### config.mk
export PLATFORM = sky130hd
export DESIGN_NAME = edid_ptr_shim
export DESIGN_NICKNAME = d
export VERILOG_FILES = /design/src/rtl/edid_shim_pkg.sv /design/src/rtl/edid_ptr_track.sv /design/src/rtl/edid_inject_seq.sv /design/src/rtl/edid_ptr_shim.sv
export SDC_FILE = /design/constraint.sdc
export NUM_CORES = 1
export LEC_CHECK = 0
export BUFFER_PORTS_ARGS = -buffer_cell sky130_fd_sc_hd__clkbuf_2
export CAP_MARGIN = 0
export CORE_ASPECT_RATIO = 1.2
export CORE_UTILIZATION = 53
export DETAILED_ROUTE_END_ITERATION = 6
export GPL_TIMING_DRIVEN = 0
export HOLD_SLACK_MARGIN = 0.15
export PLACE_DENSITY = 0.84
export SLEW_MARGIN = 25
export SYNTH_ARGS = -nofsm -noshare
export SYNTH_HDL_FRONTEND = slang
export SYNTH_HIERARCHICAL = 1
export SYNTH_SLANG_ARGS = --single-unit
### constraint.sdc
create_clock -name clk -period 3.5 [get_ports clk]
set_clock_uncertainty 0.2 [all_clocks]
set_input_delay 1.05 -clock clk [delete_from_list [all_inputs] [get_ports clk]]
set_output_delay 1.05 -clock clk [all_outputs]
set_load 0.02 [all_outputs]
### src/rtl/edid_shim_pkg.sv
package edid_shim_pkg;

    typedef enum logic [2:0] {
        ST_IDLE,
        ST_SEG_REQ,
        ST_SEG_WAIT,
        ST_OFS_REQ,
        ST_OFS_WAIT,
        ST_FWD
    } seq_state_e;

    localparam int unsigned SEG_DEV_DEF  = 32'h30;
    localparam int unsigned EDID_DEV_DEF = 32'h50;
    localparam int unsigned CHUNK_DEF    = 16;
    localparam int unsigned BLOCK_DEF    = 128;

endpackage

### src/rtl/edid_ptr_track.sv
module edid_ptr_track #(
    parameter int unsigned AW       = 20,
    parameter int unsigned LW       = 8,
    parameter int unsigned DW       = 8,
    parameter int unsigned OW       = 9,
    parameter int unsigned SEG_DEV  = 32'h30,
    parameter int unsigned EDID_DEV = 32'h50,
    parameter int unsigned CHUNK    = 16,
    parameter int unsigned BLOCK    = 128
) (
    input  logic          clk,
    input  logic          rst_n,
    input  logic          cap_en,
    input  logic          cap_i2c,
    input  logic          cap_read,
    input  logic [AW-1:0] cap_addr,
    input  logic [LW-1:0] cap_len,
    input  logic [DW-1:0] cap_byte,
    input  logic          adv_en,
    output logic [DW-1:0] seg_q,
    output logic [DW-1:0] ofs_byte,
    output logic          ofs_aligned
);
    localparam int unsigned BW = $clog2(BLOCK);

    typedef struct packed {
        logic [DW-1:0] seg;
        logic [OW-1:0] ofs;
    } trk_t;

    trk_t trk_d, trk_q;
    logic [OW-1:0] ofs_nx;

    always_comb begin
        trk_d  = trk_q;
        ofs_nx = trk_q.ofs + OW'(CHUNK);
        if (cap_en && cap_i2c && !cap_read && (cap_len != '0)) begin
            if (cap_addr == AW'(SEG_DEV))
                trk_d.seg = cap_byte;
            else if (cap_addr == AW'(EDID_DEV))
                trk_d.ofs = OW'(cap_byte);
        end
        if (adv_en) begin
            trk_d.ofs = ofs_nx;
            if ((ofs_nx == OW'(BLOCK)) || (ofs_nx == OW'(2 * BLOCK)))
                trk_d.seg = '0;
        end
    end

    always_ff @(posedge clk or negedge rst_n) begin
        if (!rst_n) trk_q <= '0;
        else        trk_q <= trk_d;
    end

    assign seg_q       = trk_q.seg;
    assign ofs_byte    = trk_q.ofs[DW-1:0];
    assign ofs_aligned = (trk_q.ofs[BW-1:0] == '0);


    ptr_hold_chk: assert property (@(posedge clk) disable iff (!rst_n)
        (cap_en && (!cap_i2c || cap_read) && !adv_en) |=> ($stable(trk_q.seg) && $stable(trk_q.ofs)));


    ofs_step_chk: assert property (@(posedge clk) disable iff (!rst_n)
        adv_en |=> (trk_q.ofs == $past(trk_q.ofs) + OW'(CHUNK)));


    seg_reset_chk: assert property (@(posedge clk) disable iff (!rst_n)
        (adv_en && (trk_q.ofs == OW'(BLOCK - CHUNK))) |=> (trk_q.seg == '0));


    seg_reset_hi_chk: assert property (@(posedge clk) disable iff (!rst_n)
        (adv_en && (trk_q.ofs == OW'(2 * BLOCK - CHUNK))) |=> (trk_q.seg == '0));

endmodule

### src/rtl/edid_inject_seq.sv
module edid_inject_seq
    import edid_shim_pkg::*;
#(
    parameter int unsigned AW      = 20,
    parameter int unsigned LW      = 8,
    parameter int unsigned DW      = 8,
    parameter int unsigned SEG_DEV = 32'h30
) (
    input  logic          clk,
    input  logic          rst_n,
    input  logic          up_valid,
    output logic          up_ready,
    input  logic          up_i2c,
    input  logic          up_read,
    input  logic          up_mot,
    input  logic [AW-1:0] up_addr,
    input  logic [LW-1:0] up_len,
    input  logic [DW-1:0] up_byte0,
    output logic          dn_valid,
    input  logic          dn_ready,
    output logic          dn_i2c,
    output logic          dn_read,
    output logic          dn_mot,
    output logic [AW-1:0] dn_addr,
    output logic [LW-1:0] dn_len,
    output logic [DW-1:0] dn_byte0,
    output logic          dn_inj,
    input  logic          dn_done,
    input  logic [DW-1:0] seg_q,
    input  logic [DW-1:0] ofs_byte,
    input  logic          ofs_aligned,
    output logic          cap_en,
    output logic          adv_en
);
    typedef struct packed {
        seq_state_e    st;
        logic          qual;
        logic          i2c;
        logic          read;
        logic          mot;
        logic [AW-1:0] addr;
        logic [LW-1:0] len;
        logic [DW-1:0] byte0;
    } seq_t;

    seq_t s_d, s_q;
    logic qual_up;

    assign qual_up = up_i2c && up_read && up_mot && (up_len != '0);

    always_comb begin
        s_d      = s_q;
        up_ready = 1'b0;
        dn_valid = 1'b0;
        dn_i2c   = s_q.i2c;
        dn_read  = s_q.read;
        dn_mot   = s_q.mot;
        dn_addr  = s_q.addr;
        dn_len   = s_q.len;
        dn_byte0 = s_q.byte0;
        dn_inj   = 1'b0;
        cap_en   = 1'b0;
        adv_en   = 1'b0;
        unique case (s_q.st)
            ST_IDLE: begin
                up_ready = 1'b1;
                if (up_valid) begin
                    cap_en     = 1'b1;
                    s_d.qual   = qual_up;
                    s_d.i2c    = up_i2c;
                    s_d.read   = up_read;
                    s_d.mot    = up_mot;
                    s_d.addr   = up_addr;
                    s_d.len    = up_len;
                    s_d.byte0  = up_byte0;
                    if (qual_up && !ofs_aligned)
                        s_d.st = (seg_q != '0) ? ST_SEG_REQ : ST_OFS_REQ;
                    else
                        s_d.st = ST_FWD;
                end
            end
            ST_SEG_REQ, ST_OFS_REQ: begin
                dn_valid = 1'b1;
                dn_inj   = 1'b1;
                dn_i2c   = 1'b1;
                dn_read  = 1'b0;
                dn_mot   = 1'b1;
                dn_len   = LW'(1);
                dn_addr  = (s_q.st == ST_SEG_REQ) ? AW'(SEG_DEV) : s_q.addr;
                dn_byte0 = (s_q.st == ST_SEG_REQ) ? seg_q : ofs_byte;
                if (dn_ready)
                    s_d.st = (s_q.st == ST_SEG_REQ) ? ST_SEG_WAIT : ST_OFS_WAIT;
            end
            ST_SEG_WAIT: if (dn_done) s_d.st = ST_OFS_REQ;
            ST_OFS_WAIT: if (dn_done) s_d.st = ST_FWD;
            ST_FWD: begin
                dn_valid = 1'b1;
                if (dn_ready) begin
                    adv_en = s_q.qual;
                    s_d.st = ST_IDLE;
                end
            end
            default: s_d.st = ST_IDLE;
        endcase
    end

    always_ff @(posedge clk or negedge rst_n) begin
        if (!rst_n) s_q <= '{st: ST_IDLE, default: '0};
        else        s_q <= s_d;
    end


    dn_hold_chk: assert property (@(posedge clk) disable iff (!rst_n)
        (dn_valid && !dn_ready) |=> (dn_valid && $stable(dn_addr) && $stable(dn_byte0) && $stable(dn_inj) && $stable(dn_len)));


    ready_excl_chk: assert property (@(posedge clk) disable iff (!rst_n)
        up_ready |-> !dn_valid);


    inj_shape_chk: assert property (@(posedge clk) disable iff (!rst_n)
        (dn_valid && dn_inj) |-> (dn_i2c && !dn_read && dn_mot && (dn_len == LW'(1))));


    wait_done_chk: assert property (@(posedge clk) disable iff (!rst_n)
        (dn_valid && dn_ready && dn_inj) |=> (!dn_valid && !up_ready));

endmodule

### src/rtl/edid_ptr_shim.sv
module edid_ptr_shim
    import edid_shim_pkg::*;
#(
    parameter int unsigned AW       = 20,
    parameter int unsigned LW       = 8,
    parameter int unsigned DW       = 8,
    parameter int unsigned SEG_DEV  = SEG_DEV_DEF,
    parameter int unsigned EDID_DEV = EDID_DEV_DEF,
    parameter int unsigned CHUNK    = CHUNK_DEF,
    parameter int unsigned BLOCK    = BLOCK_DEF
) (
    input  logic          clk,
    input  logic          rst_n,
    input  logic          up_valid,
    output logic          up_ready,
    input  logic          up_i2c,
    input  logic          up_read,
    input  logic          up_mot,
    input  logic [AW-1:0] up_addr,
    input  logic [LW-1:0] up_len,
    input  logic [DW-1:0] up_byte0,
    output logic          dn_valid,
    input  logic          dn_ready,
    output logic          dn_i2c,
    output logic          dn_read,
    output logic          dn_mot,
    output logic [AW-1:0] dn_addr,
    output logic [LW-1:0] dn_len,
    output logic [DW-1:0] dn_byte0,
    output logic          dn_inj,
    input  logic          dn_done
);
    localparam int unsigned OW = $clog2(2 * BLOCK) + 1;

    logic [DW-1:0] seg_q;
    logic [DW-1:0] ofs_byte;
    logic          ofs_aligned;
    logic          cap_en;
    logic          adv_en;

    edid_ptr_track #(
        .AW(AW), .LW(LW), .DW(DW), .OW(OW),
        .SEG_DEV(SEG_DEV), .EDID_DEV(EDID_DEV),
        .CHUNK(CHUNK), .BLOCK(BLOCK)
    ) u_track (
        .clk(clk), .rst_n(rst_n),
        .cap_en(cap_en), .cap_i2c(up_i2c), .cap_read(up_read),
        .cap_addr(up_addr), .cap_len(up_len), .cap_byte(up_byte0),
        .adv_en(adv_en),
        .seg_q(seg_q), .ofs_byte(ofs_byte), .ofs_aligned(ofs_aligned)
    );

    edid_inject_seq #(
        .AW(AW), .LW(LW), .DW(DW), .SEG_DEV(SEG_DEV)
    ) u_seq (
        .clk(clk), .rst_n(rst_n),
        .up_valid(up_valid), .up_ready(up_ready),
        .up_i2c(up_i2c), .up_read(up_read), .up_mot(up_mot),
        .up_addr(up_addr), .up_len(up_len), .up_byte0(up_byte0),
        .dn_valid(dn_valid), .dn_ready(dn_ready),
        .dn_i2c(dn_i2c), .dn_read(dn_read), .dn_mot(dn_mot),
        .dn_addr(dn_addr), .dn_len(dn_len), .dn_byte0(dn_byte0),
        .dn_inj(dn_inj), .dn_done(dn_done),
        .seg_q(seg_q), .ofs_byte(ofs_byte), .ofs_aligned(ofs_aligned),
        .cap_en(cap_en), .adv_en(adv_en)
    );

endmodule

Word-level counts from Yosys, hierarchy flattened
Cells that the tools add are included.

Bits in registers: 60. Bits of input ports: 44. Output and inout port bits: 42. Word-level logic and storage cells: 77.

$add $sub $neg: 1. Eq/ne operators: 15. Multiplexer cells: 30. Reductions and logical operators: 21.

Operators by type and width (number): $mux 43 (1); $mux 20 (2); $mux 8 (5); $mux 17 (2); $eq 20x6->1 const B (1); $eq 20x7->1 const B (1); $mux 3 (6); $mux 9 (2); $reduce_bool 8->1 (2); $pmux 3 s5 (1); $ne 2x2->1 const B (6); $mux 1 (10); $add 9x5->9 const B (1); $eq 9x8->1 const B (1); $eq 9x9->1 const B (1); $logic_and 1x1->1 (7); $logic_not 7->1 (1); $eq 3x2->1 const B (2); $eq 3x3->1 const B (2); $reduce_and 5->1 (1); $reduce_bool 2->1 (2); $eq 3x1->1 const B (1); $logic_not 3->1 (1); $reduce_and 3->1 (1); other kinds (6) (7).

Logic depth before layout (Yosys ltp)
Gate-level depths: netlist (run 1).

Depth after elaboration: 8. Mapped depth: 8. Mapped depth without buffers: 6.

Hierarchy
Netlist (run 1), hierarchy kept.

Modules (own cells, without submodules): edid_inject_seq (times used 1, cells each 182, area an instance 2155.8 um2, seq. area each 1076.0 um2); edid_ptr_track (times used 1, cells each 121, area an instance 1207.4 um2, seq. area each 425.4 um2).

Worst setup path after synthesis (run 1)
No wires, ideal clock.

Path type: input to register. Start point: input up_valid. End point: register u_track.trk_q, in the netlist u_track/ofs_byte[0]. Setup time: 0.125 ns. Arrival: 2.868 ns. Required time: 3.175 ns. Slack: 0.307 ns. Stages on the path: 7. Path buffers: 2. Cells stage by stage: nor4b_4 buf_6 nor4b_1 and4_1 buf_2 and4_4 mux2_4.

Longest elaborated chain between the ends: 7.

Ends and longest elaborated chain: from (decl) (line edid_ptr_shim.sv:14) `input logic up_valid,`; $mux 1 (line edid_inject_seq.sv:67) `if (up_valid) begin`; $mux 1 (line edid_inject_seq.sv:64) `unique case (s_q.st)`; via cap_en (line edid_ptr_shim.sv:38) `logic cap_en;`; $logic_and 1x1->1 (3 in a row) (line edid_ptr_track.sv:37) `if (cap_en && cap_i2c && !cap_read && (cap_len != '0)) begin`; $reduce_bool 2->1 (no line); $reduce_and 3->1 (no line); to (signal assigned) (line edid_ptr_track.sv:52) `else trk_q <= trk_d;`; to (decl) (line edid_ptr_track.sv:31) `trk_t trk_d, trk_q;`.

The timed path passes the listed nets, and every way through them passes these cells. A chain may end at the register's enable or synchronous reset.

Final worst setup path (run 1)
Start point: input up_valid. End point: register u_track.trk_q, in the netlist u_track/ofs_byte[7].

The elaborated chain is that of the path after synthesis.

==> reports/metrics.cfg, run 1 <==
[synth]
syn_nets = 350
synth_cells = 303
synth-seq-area-share_pct = 44.6
synth_ff_type = dfrtp_1
ys_seq_elements = 60
avgSynthCellArea_sq_um = 11.1
synth.distinct_cells = 48
synth-edff-count = 0
synthArstFlopShare_pct = 100
syn_area_sq_um = 3360
yosysWarnings = 6

[critical_path]
end_kind = flip-flop
worstSetupEndpoint = u_track/ofs_byte[7]
worstRegToRegCells = 8
crit_required_ps = 3480
path_class = in -> reg
cp-start-kind = input port
crit_start = up_valid
worstPathArrival_ps = 3320
r2r-end = u_track/ofs_byte[7]
reg2reg_from = u_seq/s_q[40]
r2r_slack_ps = 370
critPathMaxFanout = 10

[clock_tree]
cts_tree = yes
clkLatencyLatePin_ps = 340
cts_resized = 0
cts_sinks = 60
clkTransAtPathRegs_ps = 60
cts_root_buf = clkbuf_8
cts_hold_buf = 0
cts_buffers = 9
htree_num_levels = 3
cts_setup_buffers = 0
cts_max_path_buffers = 2

[place]
io_buffer_count = 85
dpl.hpwl_mm = 6.04
finalWeightedCongestion = 0.868
placed_cells = 471
dp_slack_ps = -191

[cells_and_area]
final_cell_mix = clkbuf_2 (86), dfrtp_1 (60), mux2_2 (37), nor2b_1 (20), o21ai_0 (19)
nFillCells = 472
layout.nets = 447
antenna_cells = 0
drive_gt1_share_pct = 44.4
instances_no_fill = 487
final_core_util_pct = 67.9
syn_to_final_growth_pct = 22.9
layout_commonest_cell = clkbuf_2

[grt]
grt-ovfl-total = 0
grt.met3_usage_pct = 6.20
grt_pass1_wl_mm = 13.0
grt_use_met1_pct = 33.3
grt_max_degree = 35
grt-busiest-layer = met2
antenna_found_initial = 0
grt_util_met2_pct = 42.8
grt_use_total_pct = 26.9
first_global_vias = 2697

[detailed_routing]
route.vias.total = 2734
firstDrtPassIters = 5
wl_per_cell_um = 16.6
wl_mm = 8.08
ant_nets = 0
drtIter0Drc = 195
viasPerCell = 5.61
route.detailed.drc = 0

[timing]
worst_pin_slew_ps = 801
fin_setup_tns_ps = 0
setup_viol = 0
fin_ws_ps = 157
rsz0062_at_grt = no
max_freq_mhz = 299
min_period_over_period_pct = 95.5
slew-limit-headroom_pct = 46.4
finalMaxSlewViolations = 0
min_period_ps = 3340
hold_violations = 0

[die]
io_pins = 86
num_rows = 31
design.core.area_sq_um = 6090
die_area_sq_um = 6670
die_h_um = 89.3
initial_core_util_pct = 55.2
die_w_um = 74.7

[min_path]
min_path_type = reg -> reg

[run_status]
status = finished, final reports clean

[pwr]
power_mw = 3.46
power.density_nw_per_um2 = 838
p_leak_nw = 1.93
ir_worst_vdd_uv = 477

[job]
max_cap_violations = 0

## cells by family after synthesis
kind of cell               Yosys count  synth area share, %
and+or+nand+nor                     93                 17.7
DFF                                 60                 44.6
muxes                               52                 17.6
AOI/OAI and AO/OA                   49                 9.90
buffers and inverters               42                 8.00
xor gates and xnor gates             4                 1.04
adders and majority gates            3                 1.12
## power breakdown
part | internal, mW | total, mW | switching, mW
registers | 0.955 | 1.08 | 0.128
clock network | 0.417 | 0.687 | 0.270
logic | 0.712 | 1.69 | 0.981
total | 2.08 | 3.46 | 1.38
## how the worst min path moves through the flow
stage | from | to | slack [ps] | cells past startpoint
floorplan | u_seq/s_q[8] | u_seq/s_q[8] | 250 | 1
global placement | u_seq/s_q[8] | u_seq/s_q[8] | 260 | 1
detailed placement | u_seq/s_q[8] | u_seq/s_q[8] | 280 | 1
CTS | u_seq/s_q[8] | u_seq/s_q[8] | 290 | 1
global route | u_seq/s_q[6] | u_seq/s_q[6] | 310 | 1
finish | u_seq/s_q[6] | u_seq/s_q[6] | 290 | 1
## critical path: stages
cell      delay, ps
clkbuf_2        100
nor4b_4         510
buf_6           250
nor4b_1         330
nand4_1         300
clkbuf_1        330
o211ai_1        250
o221ai_1        180
## final cells by class
| class | count | area [sq um] | share of cell area (%) |
|---|---|---|---|
| clock inverters | 5 | 75.1 | 1.82 |
| clock buffers | 11 | 141 | 3.42 |
| plain buffers | 35 | 245 | 5.93 |
| inverters | 7 | 26.3 | 0.636 |
| well taps | 82 | 103 | 2.48 |
| repair buffers | 86 | 448 | 10.8 |
| multi-input cells | 201 | 1590 | 38.5 |
| flip-flops and latches | 60 | 1500 | 36.3 |
## metal layers
metal / vias to the layer above / share of wire [%] / wire length [um]
met4: 0 / 3.2 / 255
met3: 23 / 5.6 / 455
met5: - / 0 / 0
li1: 1280 / - / -
met1: 1328 / 42 / 3410
met2: 103 / 49 / 3950
## cells in the mapped netlist (3+ instances only)
library cell  number  share of area, %
buf_2              5              0.74
a21oi_1            3              0.45
mux2_4             4               1.8
buf_4             16               3.6
mux2i_1            8               2.4
nand4_1            9               1.7
nor4_1             7               1.3
a211oi_1           8               1.8
ha_1               3               1.1
o211ai_1           7               1.6
nand2b_1           4              0.74
inv_1              7              0.78
nor4b_1            3              0.78
buf_6              6               2.0
and2_1             8               1.5
nor2_1             4              0.45
xor2_1             3              0.78
mux2_2            37                12
nand2_1           15               1.7
nor2b_1           20               3.7
clkbuf_1           7              0.78
o211a_1            3              0.89
dfrtp_1           60                45
mux2_1             3               1.0
nand3_1            5              0.74
o21ai_0           19               2.8
## through the flow
| step | hold slack (ps) | instance area (sq um) |
|---|---|---|
| 2_1_floorplan | 248 | 3360 |
| 3_3_place_gp | 263 | 3890 |
| 3_5_place_dp | 276 | 3910 |
| 4_1_cts | 292 | 4130 |
| 5_1_grt | 310 | 4130 |
| 6_report | 291 | 4130 |
## state kept, by name, indices dropped and copies added (netlist names)
name / cells
u_seq/s_q: 43
u_track/ofs_byte: 8
u_track/seg_q: 8
u_track/trk_q: 1
(Power assumes the default switching activity.)
==> run 2: changes to the inputs <==
==> constraint.sdc (replaced) <==
create_clock -name clk -period 3.5 [get_ports clk]
set_clock_uncertainty 0.2 [all_clocks]
set_input_delay 1.05 -clock clk [delete_from_list [all_inputs] [get_ports clk]]
set_output_delay 1.05 -clock clk [all_outputs]
set_load 0.05 [all_outputs]
==> run 2 against run 1 <==
  * Sequential share of layout area is essentially flat
  * Flip-flop and latch count unchanged
  * Via count hardly changed
  * Non-clock buffer count unchanged
==> reports/metrics.cfg, run 2 (synthesized netlist as in run 1, its figures left out) <==
[run_status]
status = finished, final reports clean

[pwr]
clkPwrFrac_pct = 16.5
power_frac_seq_pct = 26.0
power_mw = 4.18
p_leak_nw = 1.93
swShare_pct = 50.1
ir_worst_vdd_uv = 627
power.density_nw_per_um2 = 1010
internal_power_mw = 2.08
switchingPower_mw = 2.09
power_frac_comb_pct = 57.5

[detailed_routing]
viasPerCell = 5.61
firstDrtPassIters = 4
drtIter0Drc = 195
route.detailed.drc = 0
route.vias.total = 2732
wl_per_cell_um = 16.6
wl_mm = 8.11
ant_nets = 0

[min_path]
min_delay_path_depth = 1
min_path_type = reg -> reg

[grt]
grt_max_degree = 35
first_global_vias = 2697
grt_util_met2_pct = 42.8
antenna_found_initial = 0
grt.met3_usage_pct = 6.20
grt_pass1_wl_mm = 13.0
grt_use_met1_pct = 33.3
grt-busiest-layer = met2
grt_use_total_pct = 26.9
grt-ovfl-total = 0

[clock_tree]
cts_sinks = 60
clkLatencyLatePin_ps = 340
cts_root_buf = clkbuf_8
clkTransAtPathRegs_ps = 70
cts_hold_buf = 0
htree_num_levels = 3
cts_max_path_buffers = 2
cts_tree = yes
cts_buffers = 9

[cells_and_area]
instances_no_fill = 487
final_cell_mix = clkbuf_2 (87), dfrtp_1 (60), mux2_2 (37), nor2b_1 (20), o21ai_0 (19)
layout_commonest_cell = clkbuf_2
drive_gt1_share_pct = 44.7
largest_register_ffs = 43
syn_to_final_growth_pct = 22.9
final_core_util_pct = 67.9
top_register = u_seq/s_q
layout.nets = 447
antenna_cells = 0
nFillCells = 471
final_area_sq_um = 4130

[critical_path]
path_class = in -> reg
crit_required_ps = 3480
end_kind = flip-flop
cp-start-kind = input port
critPathMaxFanout = 10
worstPathArrival_ps = 3330
worstRegToRegCells = 8

[place]
placed_cells = 471
dpl.hpwl_mm = 6.04
io_buffer_count = 85
placedInstanceArea_sq_um = 3910
finalWeightedCongestion = 0.868

[die]
io_pins = 86
die_w_um = 74.7
initial_core_util_pct = 55.2
die_area_sq_um = 6670
die_h_um = 89.3
design.core.area_sq_um = 6090
num_rows = 31

[timing]
rsz0062_at_grt = no
setup_viol = 0
hold_violations = 0
min_period_ps = 3340
max_freq_mhz = 299
slew-limit-headroom_pct = 46.4
worst_pin_slew_ps = 802
fin_setup_tns_ps = 0
min_period_over_period_pct = 95.6
finalMaxSlewViolations = 0

[job]
max_cap_violations = 0

-- run 2: changes by cell type in the layout (fill, tap and decap cells not counted) --
cell      previous run  this run
clkbuf_1             6         5
clkbuf_2            86        87
-- run 2: worst paths after layout --
check	slack [ps]	start	endpoint
worst max-delay path	160	up_valid	u_track/ofs_byte[7]
worst min-delay path	290	u_seq/s_q[8]	u_seq/s_q[8]
worst max register to register	370	u_seq/s_q[41]	u_track/ofs_byte[7]
worst min register to register	290	u_seq/s_q[8]	u_seq/s_q[8]
max in group asynchronous	2140	rst_n	u_seq/s_q[23]
min in group asynchronous	450	rst_n	u_seq/s_q[29]
-- run 2: repair_timing --
| action | 4_1_cts | 5_1_grt |
|---|---|---|
| gates resized for setup | 1 | 4 |
| setup endpoints to repair | 2 | 13 |
| buffers inserted | 0 | 0 |
| cloned | 0 | 0 |
-- run 2: metal layers --
layer / wire length [um] / vias to the layer above
met5: 0 / -
met4: 255 / 0
met3: 446 / 23
met2: 3970 / 101
met1: 3440 / 1328
li1: - / 1280
-- run 2: final cells by class --
class                   instances  area, sq um  share of cell area (%)
flip-flops and latches         60         1500                    36.3
clock buffers                  11          141                    3.42
plain buffers                  35          246                    5.96
multi-input cells             201         1590                    38.5
repair buffers                 86          448                    10.8
inverters                       7         26.3                   0.636
clock inverters                 5         75.1                    1.82
well taps                      82          103                    2.48
-- run 2: power by group through the flow --
stage,registers (mW),logic (mW),clock network [mW]
2_1_floorplan,1.05,1.91,0
3_3_place_gp,1.08,2.37,0
3_5_place_dp,1.10,2.41,0
4_1_cts,1.08,2.42,0.698
5_1_grt,1.12,2.56,0.732
6_report,1.08,2.40,0.689
-- run 2: through the flow --
stage | hold slack, ps | setup WS [ps]
after floorplan | 248 | 142
after global placement | 263 | -173
after detailed placement | 276 | -191
after CTS | 292 | 87.6
after global routing | 310 | 3.36
final | 291 | 156
-- run 2: critical path: stages --
cell,delay [ps]
clkbuf_2,100
nor4b_4,510
buf_6,250
nor4b_1,330
nand4_1,300
clkbuf_1,330
o211ai_1,260
o221ai_1,180
